`config.mk`:
```
export PLATFORM = sky130hd
export DESIGN_NAME = tmr_dma_burst
export DESIGN_NICKNAME = d
export VERILOG_FILES = /design/src/rtl/tmr_dma_burst_pkg.sv /design/src/rtl/tmr_dma_burst_ctrl.sv /design/src/rtl/tmr_dma_burst_regs.sv /design/src/rtl/tmr_dma_burst.sv
export SDC_FILE = /design/constraint.sdc
export NUM_CORES = 1
export LEC_CHECK = 0
export BUFFER_PORTS_ARGS = -buffer_cell sky130_fd_sc_hd__buf_2
export CELL_PAD_IN_SITES_DETAIL_PLACEMENT = 1
export CELL_PAD_IN_SITES_GLOBAL_PLACEMENT = 2
export CORE_ASPECT_RATIO = 0.7
export CORE_MARGIN = 4
export CORE_UTILIZATION = 40
export CTS_CLUSTER_SIZE = 24
export DETAILED_ROUTE_END_ITERATION = 10
export PLACE_DENSITY = 0.76
export SYNTH_ARGS = -nofsm -noshare
export SYNTH_HDL_FRONTEND = slang
export SYNTH_HIERARCHICAL = 1
export SYNTH_SLANG_ARGS = --single-unit
```
`constraint.sdc`:
```
create_clock -name clk_i -period 3.8 [get_ports clk_i]
set_clock_uncertainty 0.15 [all_clocks]
set_input_delay 0.76 -clock clk_i [delete_from_list [all_inputs] [get_ports clk_i]]
set_output_delay 0.76 -clock clk_i [all_outputs]
set_load 0.03 [all_outputs]
```
`src/rtl/tmr_dma_burst_pkg.sv`:
```
package tmr_dma_burst_pkg;
  localparam int unsigned OFS_W    = 5;
  localparam int unsigned EFF_W    = OFS_W + 1;
  localparam int unsigned MAX_XFER = 18;
  localparam int unsigned LEN_MAX  = MAX_XFER - 1;

  typedef enum logic {TRIG_CC = 1'b0, TRIG_UPD = 1'b1} trig_sel_e;

  typedef struct packed {
    logic [OFS_W-1:0] base;
    logic [OFS_W-1:0] len;
    trig_sel_e        sel;
  } burst_cfg_t;
endpackage

```
`src/rtl/tmr_dma_burst_ctrl.sv`:
```
module tmr_dma_burst_ctrl
  import tmr_dma_burst_pkg::*;
(
  input  logic             clk_i,
  input  logic             rst_ni,
  input  logic             cfg_we_i,
  input  burst_cfg_t       cfg_i,
  input  logic             cc_evt_i,
  input  logic             upd_evt_i,
  input  logic             win_acc_i,
  output burst_cfg_t       cfg_o,
  output logic [OFS_W-1:0] idx_o,
  output logic             active_o
);
  burst_cfg_t       cfg_q;
  logic [OFS_W-1:0] idx_q;
  logic [OFS_W-1:0] len_eff;
  logic             active_q;
  logic             trig;

  always_comb begin
    len_eff = (cfg_q.len > OFS_W'(LEN_MAX)) ? OFS_W'(LEN_MAX) : cfg_q.len;
    trig    = (cfg_q.sel == TRIG_UPD) ? upd_evt_i : cc_evt_i;
  end

  always_ff @(posedge clk_i or negedge rst_ni) begin
    if (!rst_ni) cfg_q <= '0;
    else if (cfg_we_i) cfg_q <= cfg_i;
  end

  // events are ignored while a burst is open
  always_ff @(posedge clk_i or negedge rst_ni) begin
    if (!rst_ni) begin
      active_q <= 1'b0;
      idx_q    <= '0;
    end else if (active_q) begin
      if (win_acc_i) begin
        if (idx_q == len_eff) active_q <= 1'b0;
        else                  idx_q    <= idx_q + 1'b1;
      end
    end else if (trig) begin
      active_q <= 1'b1;
      idx_q    <= '0;
    end
  end

  assign cfg_o    = cfg_q;
  assign idx_o    = idx_q;
  assign active_o = active_q;
endmodule

```
`src/rtl/tmr_dma_burst_regs.sv`:
```
module tmr_dma_burst_regs #(
  parameter int unsigned DATA_W   = 16,
  parameter int unsigned NUM_REGS = 20,
  parameter int unsigned ADDR_W   = 6
) (
  input  logic              clk_i,
  input  logic              rst_ni,
  input  logic              we_i,
  input  logic [ADDR_W-1:0] addr_i,
  input  logic [DATA_W-1:0] wdata_i,
  output logic [DATA_W-1:0] rdata_o
);
  logic [DATA_W-1:0] regs_q [NUM_REGS];

  for (genvar g = 0; g < NUM_REGS; g++) begin : g_reg
    always_ff @(posedge clk_i or negedge rst_ni) begin
      if (!rst_ni) regs_q[g] <= '0;
      else if (we_i && addr_i == ADDR_W'(g)) regs_q[g] <= wdata_i;
    end
  end

  always_comb begin
    rdata_o = '0;
    for (int i = 0; i < NUM_REGS; i++)
      if (addr_i == ADDR_W'(i)) rdata_o = regs_q[i];
  end
endmodule

```
`src/rtl/tmr_dma_burst.sv`:
```
module tmr_dma_burst
  import tmr_dma_burst_pkg::*;
#(
  parameter int unsigned DATA_W   = 16,
  parameter int unsigned NUM_REGS = 20
) (
  input  logic              clk_i,
  input  logic              rst_ni,
  input  logic              cfg_we_i,
  input  logic [OFS_W-1:0]  cfg_base_i,
  input  logic [OFS_W-1:0]  cfg_len_i,
  input  logic              cfg_sel_i,
  input  logic              cc_evt_i,
  input  logic              upd_evt_i,
  input  logic              acc_valid_i,
  input  logic              acc_win_i,
  input  logic [OFS_W-1:0]  acc_addr_i,
  input  logic              acc_we_i,
  input  logic [DATA_W-1:0] acc_wdata_i,
  output logic [DATA_W-1:0] acc_rdata_o,
  output logic              dma_req_o
);
  burst_cfg_t       cfg_in, cfg_q;
  logic [OFS_W-1:0] idx;
  logic             active;
  logic             win_acc;
  logic [EFF_W-1:0] eff_addr;

  assign cfg_in  = '{base: cfg_base_i, len: cfg_len_i, sel: trig_sel_e'(cfg_sel_i)};
  assign win_acc = acc_valid_i & acc_win_i;

  tmr_dma_burst_ctrl u_ctrl (
    .clk_i     (clk_i),
    .rst_ni    (rst_ni),
    .cfg_we_i  (cfg_we_i),
    .cfg_i     (cfg_in),
    .cc_evt_i  (cc_evt_i),
    .upd_evt_i (upd_evt_i),
    .win_acc_i (win_acc),
    .cfg_o     (cfg_q),
    .idx_o     (idx),
    .active_o  (active)
  );

  assign eff_addr = acc_win_i ? (EFF_W'(cfg_q.base) + EFF_W'(idx)) : EFF_W'(acc_addr_i);

  tmr_dma_burst_regs #(
    .DATA_W   (DATA_W),
    .NUM_REGS (NUM_REGS),
    .ADDR_W   (EFF_W)
  ) u_regs (
    .clk_i   (clk_i),
    .rst_ni  (rst_ni),
    .we_i    (acc_valid_i & acc_we_i),
    .addr_i  (eff_addr),
    .wdata_i (acc_wdata_i),
    .rdata_o (acc_rdata_o)
  );

  assign dma_req_o = active;
endmodule

```
==> results of run 1 <==
## flip-flops by register name, indices dropped and copies added (netlist names)
signal,count
u_ctrl/active_o,1
u_ctrl/idx_o,5
u_ctrl/cfg_o,11
u_regs/regs_q,320
## routing by layer
metal	up-vias	GRT usage, %
met5	-	0
met4	0	5.71
met3	82	3.76
met2	284	36.7
met1	6524	35.9
li1	5307	-
## path summary, 6_finish.rpt
path                       depth (start not counted)  slack (ns)                             end
min                                                1        0.02  u_regs/regs_q[260]$_DFFE_PN0P_
max reg2reg                                       14        0.06  u_regs/regs_q[305]$_DFFE_PN0P_
max in group asynchronous                          2        2.47  u_regs/regs_q[214]$_DFFE_PN0P_
max                                               15       -1.04                 acc_rdata_o[13]
min in group clk_i                                 2        0.30     u_ctrl/cfg_o[3]$_DFFE_PN0P_
min reg2reg                                        1        0.35   u_regs/regs_q[21]$_DFFE_PN0P_
## final cells by class
type,count,area (um2)
Clock buffer,57,1150
Clock inverter,9,87.6
Fill cell,3994,18600
Inverter,10,37.5
Multi-Input combinational cell,853,8190
Sequential cell,337,8430
Tap cell,535,669
Timing Repair Buffer,292,2700
## kinds of logic after synthesis
family,after synthesis,synth area share (%)
AO/OA/AOI/OAI,228,9.73
XOR/XNOR,3,0.161
adder cells (fa/ha/maj),7,0.584
buffers and inverters,111,3.37
flip-flops,337,51.8
multiplexers,362,25.2
AND/OR/NAND/NOR,252,9.16
## critical path, stage by stage, from the launching register on
cell	delay [ns]
dfrtp_1	0.38
ha_2	0.22
inv_2	0.04
fa_2	0.40
buf_6	0.14
xnor2_2	0.12
mux2_4	0.32
buf_12	0.17
or4b_4	0.57
nor2_4	0.17
nor3_1	0.05
buf_4	0.15
o221ai_1	0.07
a21oi_1	0.07
or3_4	0.39
buf_6	0.15
## cells in the mapped netlist (5+ instances only)
cell	instances	area [um2]
a211oi_1	10	75.1
a21oi_1	39	195
a221oi_1	17	149
a222oi_1	10	100
a22oi_1	26	195
a31oi_1	8	50.1
and2_1	7	43.8
buf_2	44	220
buf_4	12	90.1
clkbuf_1	39	146
dfrtp_1	337	8430
ha_1	6	75.1
inv_1	10	37.5
mux2_1	6	67.6
mux2_2	334	3760
mux2i_1	18	180
nand2_1	72	270
nand2_2	13	81.3
nand2b_1	5	31.3
nand3_1	19	95.1
nand4_1	5	31.3
nor2_1	39	146
nor2_4	7	78.8
nor2b_1	7	43.8
nor3_1	19	95.1
o211ai_1	9	67.6
o21ai_0	38	190
o221ai_1	8	70.1
o22ai_1	28	175
o31ai_1	6	45.0
or2_2	6	37.5
or3_1	6	37.5
or4_1	5	37.5
## report_power, final
| group | internal [W] | switching, W | total, W |
|---|---|---|---|
| sequential | 0.00488 | 0.000787 | 0.00567 |
| combinational | 0.00303 | 0.00293 | 0.00597 |
| clock | 0.00216 | 0.00150 | 0.00366 |
| total | 0.0101 | 0.00522 | 0.0153 |
## per-stage QoR
step	setup TNS (ns)	setup slack, ns	instances
detailed placement	-10.42	-0.794	1997
CTS	-15.61	-1.03	2075
finish	-15.55	-1.04	2093
global route	-17.52	-1.17	2093
global placement	-9.76	-0.735	1997
floorplan	-1.05	-0.203	1300
## what timing repair did
action,4_1_cts,5_1_grt
buffers inserted,16,20
resized for setup,112,66
pin swaps,45,50
setup endpoints to repair,16,32
cloned,0,1
==> metrics.yaml, run 1 <==
die_y_um: 177
critPathRequiredTime_ns: 2.89
wl_met1_mm: 26.4
crit_fanout: 9
drive_above_1_share_pct: 54.6
drc_errors: 0
synth_edf_count: 0
cts_buffer_depth: 3
status: "finished, violations left"
clock_latency_ns: 0.54
fin_crit_ns: 4.84
syn_inst: 1300
grt_overflow: 0
drv_cap: 0
setup_ws_ns: -1.04
io_buffers: 56
drt_iter0_drc: 943
row_count: 61
coreArea_um2: 39900
gp_congestion: 0.838
path_clk_slew_ns: 0.06
dp_hpwl_mm: 37.7
critPathLaunch: "u_ctrl/idx_o[0]$_DFFE_PN0P_"
grt_max_degree: 80
power_density_nw_per_um2: 719
top_layer_used: "met4"
syn_area_per_cell_um2: 12.5
rsz0062_at_grt: "yes"
vdd_drop_max_uv: 444
wl_met2_mm: 23.7
final_area_um2: 21300
wl_mm: 54.1
ys_seq_elements: 337
synthArstFlopShare_pct: 100
grt_first_pass_wirelength_mm: 81.8
max_freq_ghz: 0.206
h-tree-depth: 2
cp_data_arrival_time_ns: 3.93
cts_hold_buf: 0
regToRegStartpoint: "u_ctrl/idx_o[0]$_DFFE_PN0P_"
n_antenna_cell: 0
worst_slew_pin_slew_ns: 0.668
whs_ns: 0.0198
place_area_um2: 18900
vias_per_cell: 5.83
yosysWarningCount: 6
cts-root-buf: "clkbuf_16"
die_w_um: 249
fin_crit_sh_pct: 127
grt_pass1_vias: 13200
die-area_um2: 44000
slew_headroom_pct: 55.5
fin_nets: 1578
antenna_left: 0
cts_tree: "yes"
route.met3.wl_mm: 2.72
syn_to_final_growth_pct: 30.7
setup_viol: 16
final_util_pct: 53.3
power_leakage_nw: 9.96
critPathLaunchType: "register"
ys_seq_area_share_pct: 51.8
finalPower_w: 0.0153
slew_violations: 0
final_hold_viol_count: 0
initial_utilization_pct: 40.8
syn_nets: 1347
worstSetupEndpointType: "output pin"
ys_types: 82
layout.cells.most_common_list: "dfrtp_1, mux2_2, buf_4"
ios: 57
syn_area_um2: 16300
wl_per_cell_um: 25.9
vias: 12200
track_usage_pct: 23.9
path_class: "reg -> out"
cts.sinks: 337
final_common_cell: "dfrtp_1"
drt_first_pass_iters: 5
min_path_type: "in -> async"
violations: "negative setup slack"
antenna_found_initial: 0
synth_flop_cell: "dfrtp_1"
cts_buffers: 37
Power figures use the tool's default switching activity.
==> run 2: changes to the inputs <==
--- a/config.mk
+++ b/config.mk
@@ -14,6 +14,7 @@
 export CTS_CLUSTER_SIZE = 24
 export DETAILED_ROUTE_END_ITERATION = 10
 export PLACE_DENSITY = 0.76
+export RECOVER_POWER = 100
 export SYNTH_ARGS = -nofsm -noshare
 export SYNTH_HDL_FRONTEND = slang
 export SYNTH_HIERARCHICAL = 1
==> metrics.yaml, run 2 (synthesized netlist as in run 1, its figures left out) <==
row_count: 61  # unchanged
cts_tree: "yes"
crit_top_cell: "buf_6"
drc_errors: 0  # unchanged
cts_buffers: 37  # unchanged
grt_first_pass_wirelength_mm: 81.8  # unchanged
die-area_um2: 44000  # unchanged
power_density_nw_per_um2: 721  # +0.17%
critPathLaunchType: "register"
cts-root-buf: "clkbuf_16"
cts_hold_buf: 0  # unchanged
layout.cells.most_common_list: "dfrtp_1, mux2_2, buf_4"
final_area_um2: 21200  # -0.28%
drt_first_pass_iters: 5  # unchanged
drt_iter0_drc: 951  # +0.85%
drive_above_1_share_pct: 54.3  # -0.32 points
wl_per_cell_um: 25.8  # -0.18%
top_register: "u_regs/regs_q"
worstSetupEndpointType: "output pin"
max_stage_delay_ns: 0.57  # about the same
ios: 57  # unchanged
final_hold_viol_count: 0  # unchanged
drv_cap: 1  # +1
die_y_um: 177  # unchanged
setup_viol: 16  # unchanged
antenna_left: 0  # unchanged
num-fill-cells: 3999  # +0.13%
initial_utilization_pct: 40.8  # unchanged
fin_crit_ns: 4.82  # -0.0236 ns
wl_mm: 54.0  # -0.18%
path_clk_slew_ns: 0.06  # about the same
power_leakage_nw: 9.93  # -0.29%
vdd_drop_max_uv: 444  # about the same
vias_per_cell: 5.82  # -0.15%
slew_violations: 71  # +71
antenna_found_initial: 0  # unchanged
worstPathCellList: "ha_2 > inv_2 > fa_2 > buf_6 > xnor2_2 > mux2_4 > buf_12 > or4b_4 > nor2_4 > nor3_1 > buf_4 > o221ai_1 > a21oi_1 > or3_4 > buf_6"
status: "finished, violations left"
path_class: "reg -> out"
dp_hpwl_mm: 37.7  # unchanged
max_freq_ghz: 0.207  # +0.49%
cpMaxStageDelayCell: "or4b_4"
grt_max_degree: 80  # unchanged
finalSetupTns_ns: -15.28  # +0.271 ns
track_usage_pct: 23.9  # unchanged
rsz0062_at_grt: "yes"
fin_nets: 1578  # unchanged
grt_overflow: 0  # unchanged
min_path_type: "in -> reg"
h-tree-depth: 2  # unchanged
instances_no_fill: 2093  # unchanged
n_antenna_cell: 0  # unchanged
dp_cells: 1997  # unchanged
slew_headroom_pct: -34.0  # -90 points
violations: "max-capacitance violations, max-slew violations, negative setup slack"
worst_slew_pin_slew_ns: 2.01  # +1.34 ns
cpLargestDelayFamily: "simple AND/OR/NAND/NOR gates"
cp_num_buf_inv: 5  # unchanged
gp_congestion: 0.838  # unchanged
crit_fanout: 9  # unchanged
setup_ws_ns: -1.02  # +0.0236 ns
fin_crit_sh_pct: 127  # -0.62 points
die_w_um: 249  # unchanged
grt_pass1_vias: 13200  # unchanged
critPathRequiredTime_ns: 2.89  # about the same
place_area_um2: 18900  # unchanged
syn_to_final_growth_pct: 30.3
cp_data_arrival_time_ns: 3.91  # -0.02 ns
vias: 12200  # -0.15%
cts.sinks: 337  # unchanged
io_buffers: 56  # unchanged
whs_ns: 0.301  # +0.281 ns
final_common_cell: "dfrtp_1"
largest_reg_flops: 320  # unchanged
clock_latency_ns: 0.54  # about the same
coreArea_um2: 39900  # unchanged
cts_buffer_depth: 3  # unchanged
## run 2: repair_timing
action	4_1_cts	5_1_grt
gates cloned	0	1
setup endpoints to repair	16	32
setup buffers	16	20
gates resized for setup	112	66
pin swaps	45	50
endpoints found under the hold margin	0	0
## run 2: cell type report
class	instances	area [um2]	area share, %
Multi-Input combinational cell	853	8180	38.6
Clock inverter	9	87.6	0.413
Inverter	10	37.5	0.177
Timing Repair Buffer	292	2650	12.5
Tap cell	535	669	3.16
Clock buffer	57	1150	5.43
Sequential cell	337	8430	39.8
## run 2: path summary, 6_finish.rpt
kind	startpoint	end	slack, ns	depth (start not counted)
worst max-delay path	u_ctrl/cfg_o[6]$_DFFE_PN0P_	acc_rdata_o[13]	-1.02	15
worst min-delay path	cfg_len_i[2]	u_ctrl/cfg_o[3]$_DFFE_PN0P_	0.30	2
worst max register to register	u_ctrl/cfg_o[6]$_DFFE_PN0P_	u_regs/regs_q[305]$_DFFE_PN0P_	0.08	14
worst min register to register	u_regs/regs_q[21]$_DFFE_PN0P_	u_regs/regs_q[21]$_DFFE_PN0P_	0.35	1
max in group asynchronous	rst_ni	u_regs/regs_q[19]$_DFFE_PN0P_	0.76	2
min in group asynchronous	rst_ni	u_regs/regs_q[260]$_DFFE_PN0P_	0.59	1
## run 2: power breakdown
group	switching, W	leakage, nW	internal, W	total (W)
Clock	0.00150	0.614	0.00216	0.00366
Combinational	0.00293	4.87	0.00303	0.00595
Sequential	0.000783	4.44	0.00488	0.00567
## run 2: per-stage QoR
stage / utilization (%) / power [W] / setup WS [ns]
6_report: 53.1 / 0.0153 / -1.02
3_3_place_gp: 47.4 / 0.0105 / -0.735
4_1_cts: 52.2 / 0.0150 / -1.03
5_1_grt: 53.1 / 0.0160 / -1.17
2_1_floorplan: - / 0.00869 / -0.203
3_5_place_dp: 47.4 / 0.0108 / -0.794
## run 2: metal layers
metal | vias to the layer above | global-route usage (%) | wire length, um | share of wire, %
met5 | - | 0 | 0 | 0
li1 | 5315 | - | - | -
met2 | 294 | 36.7 | 23700 | 44
met3 | 83 | 3.76 | 2920 | 5.4
met4 | 0 | 5.71 | 1300 | 2.4
met1 | 6487 | 35.9 | 26100 | 48
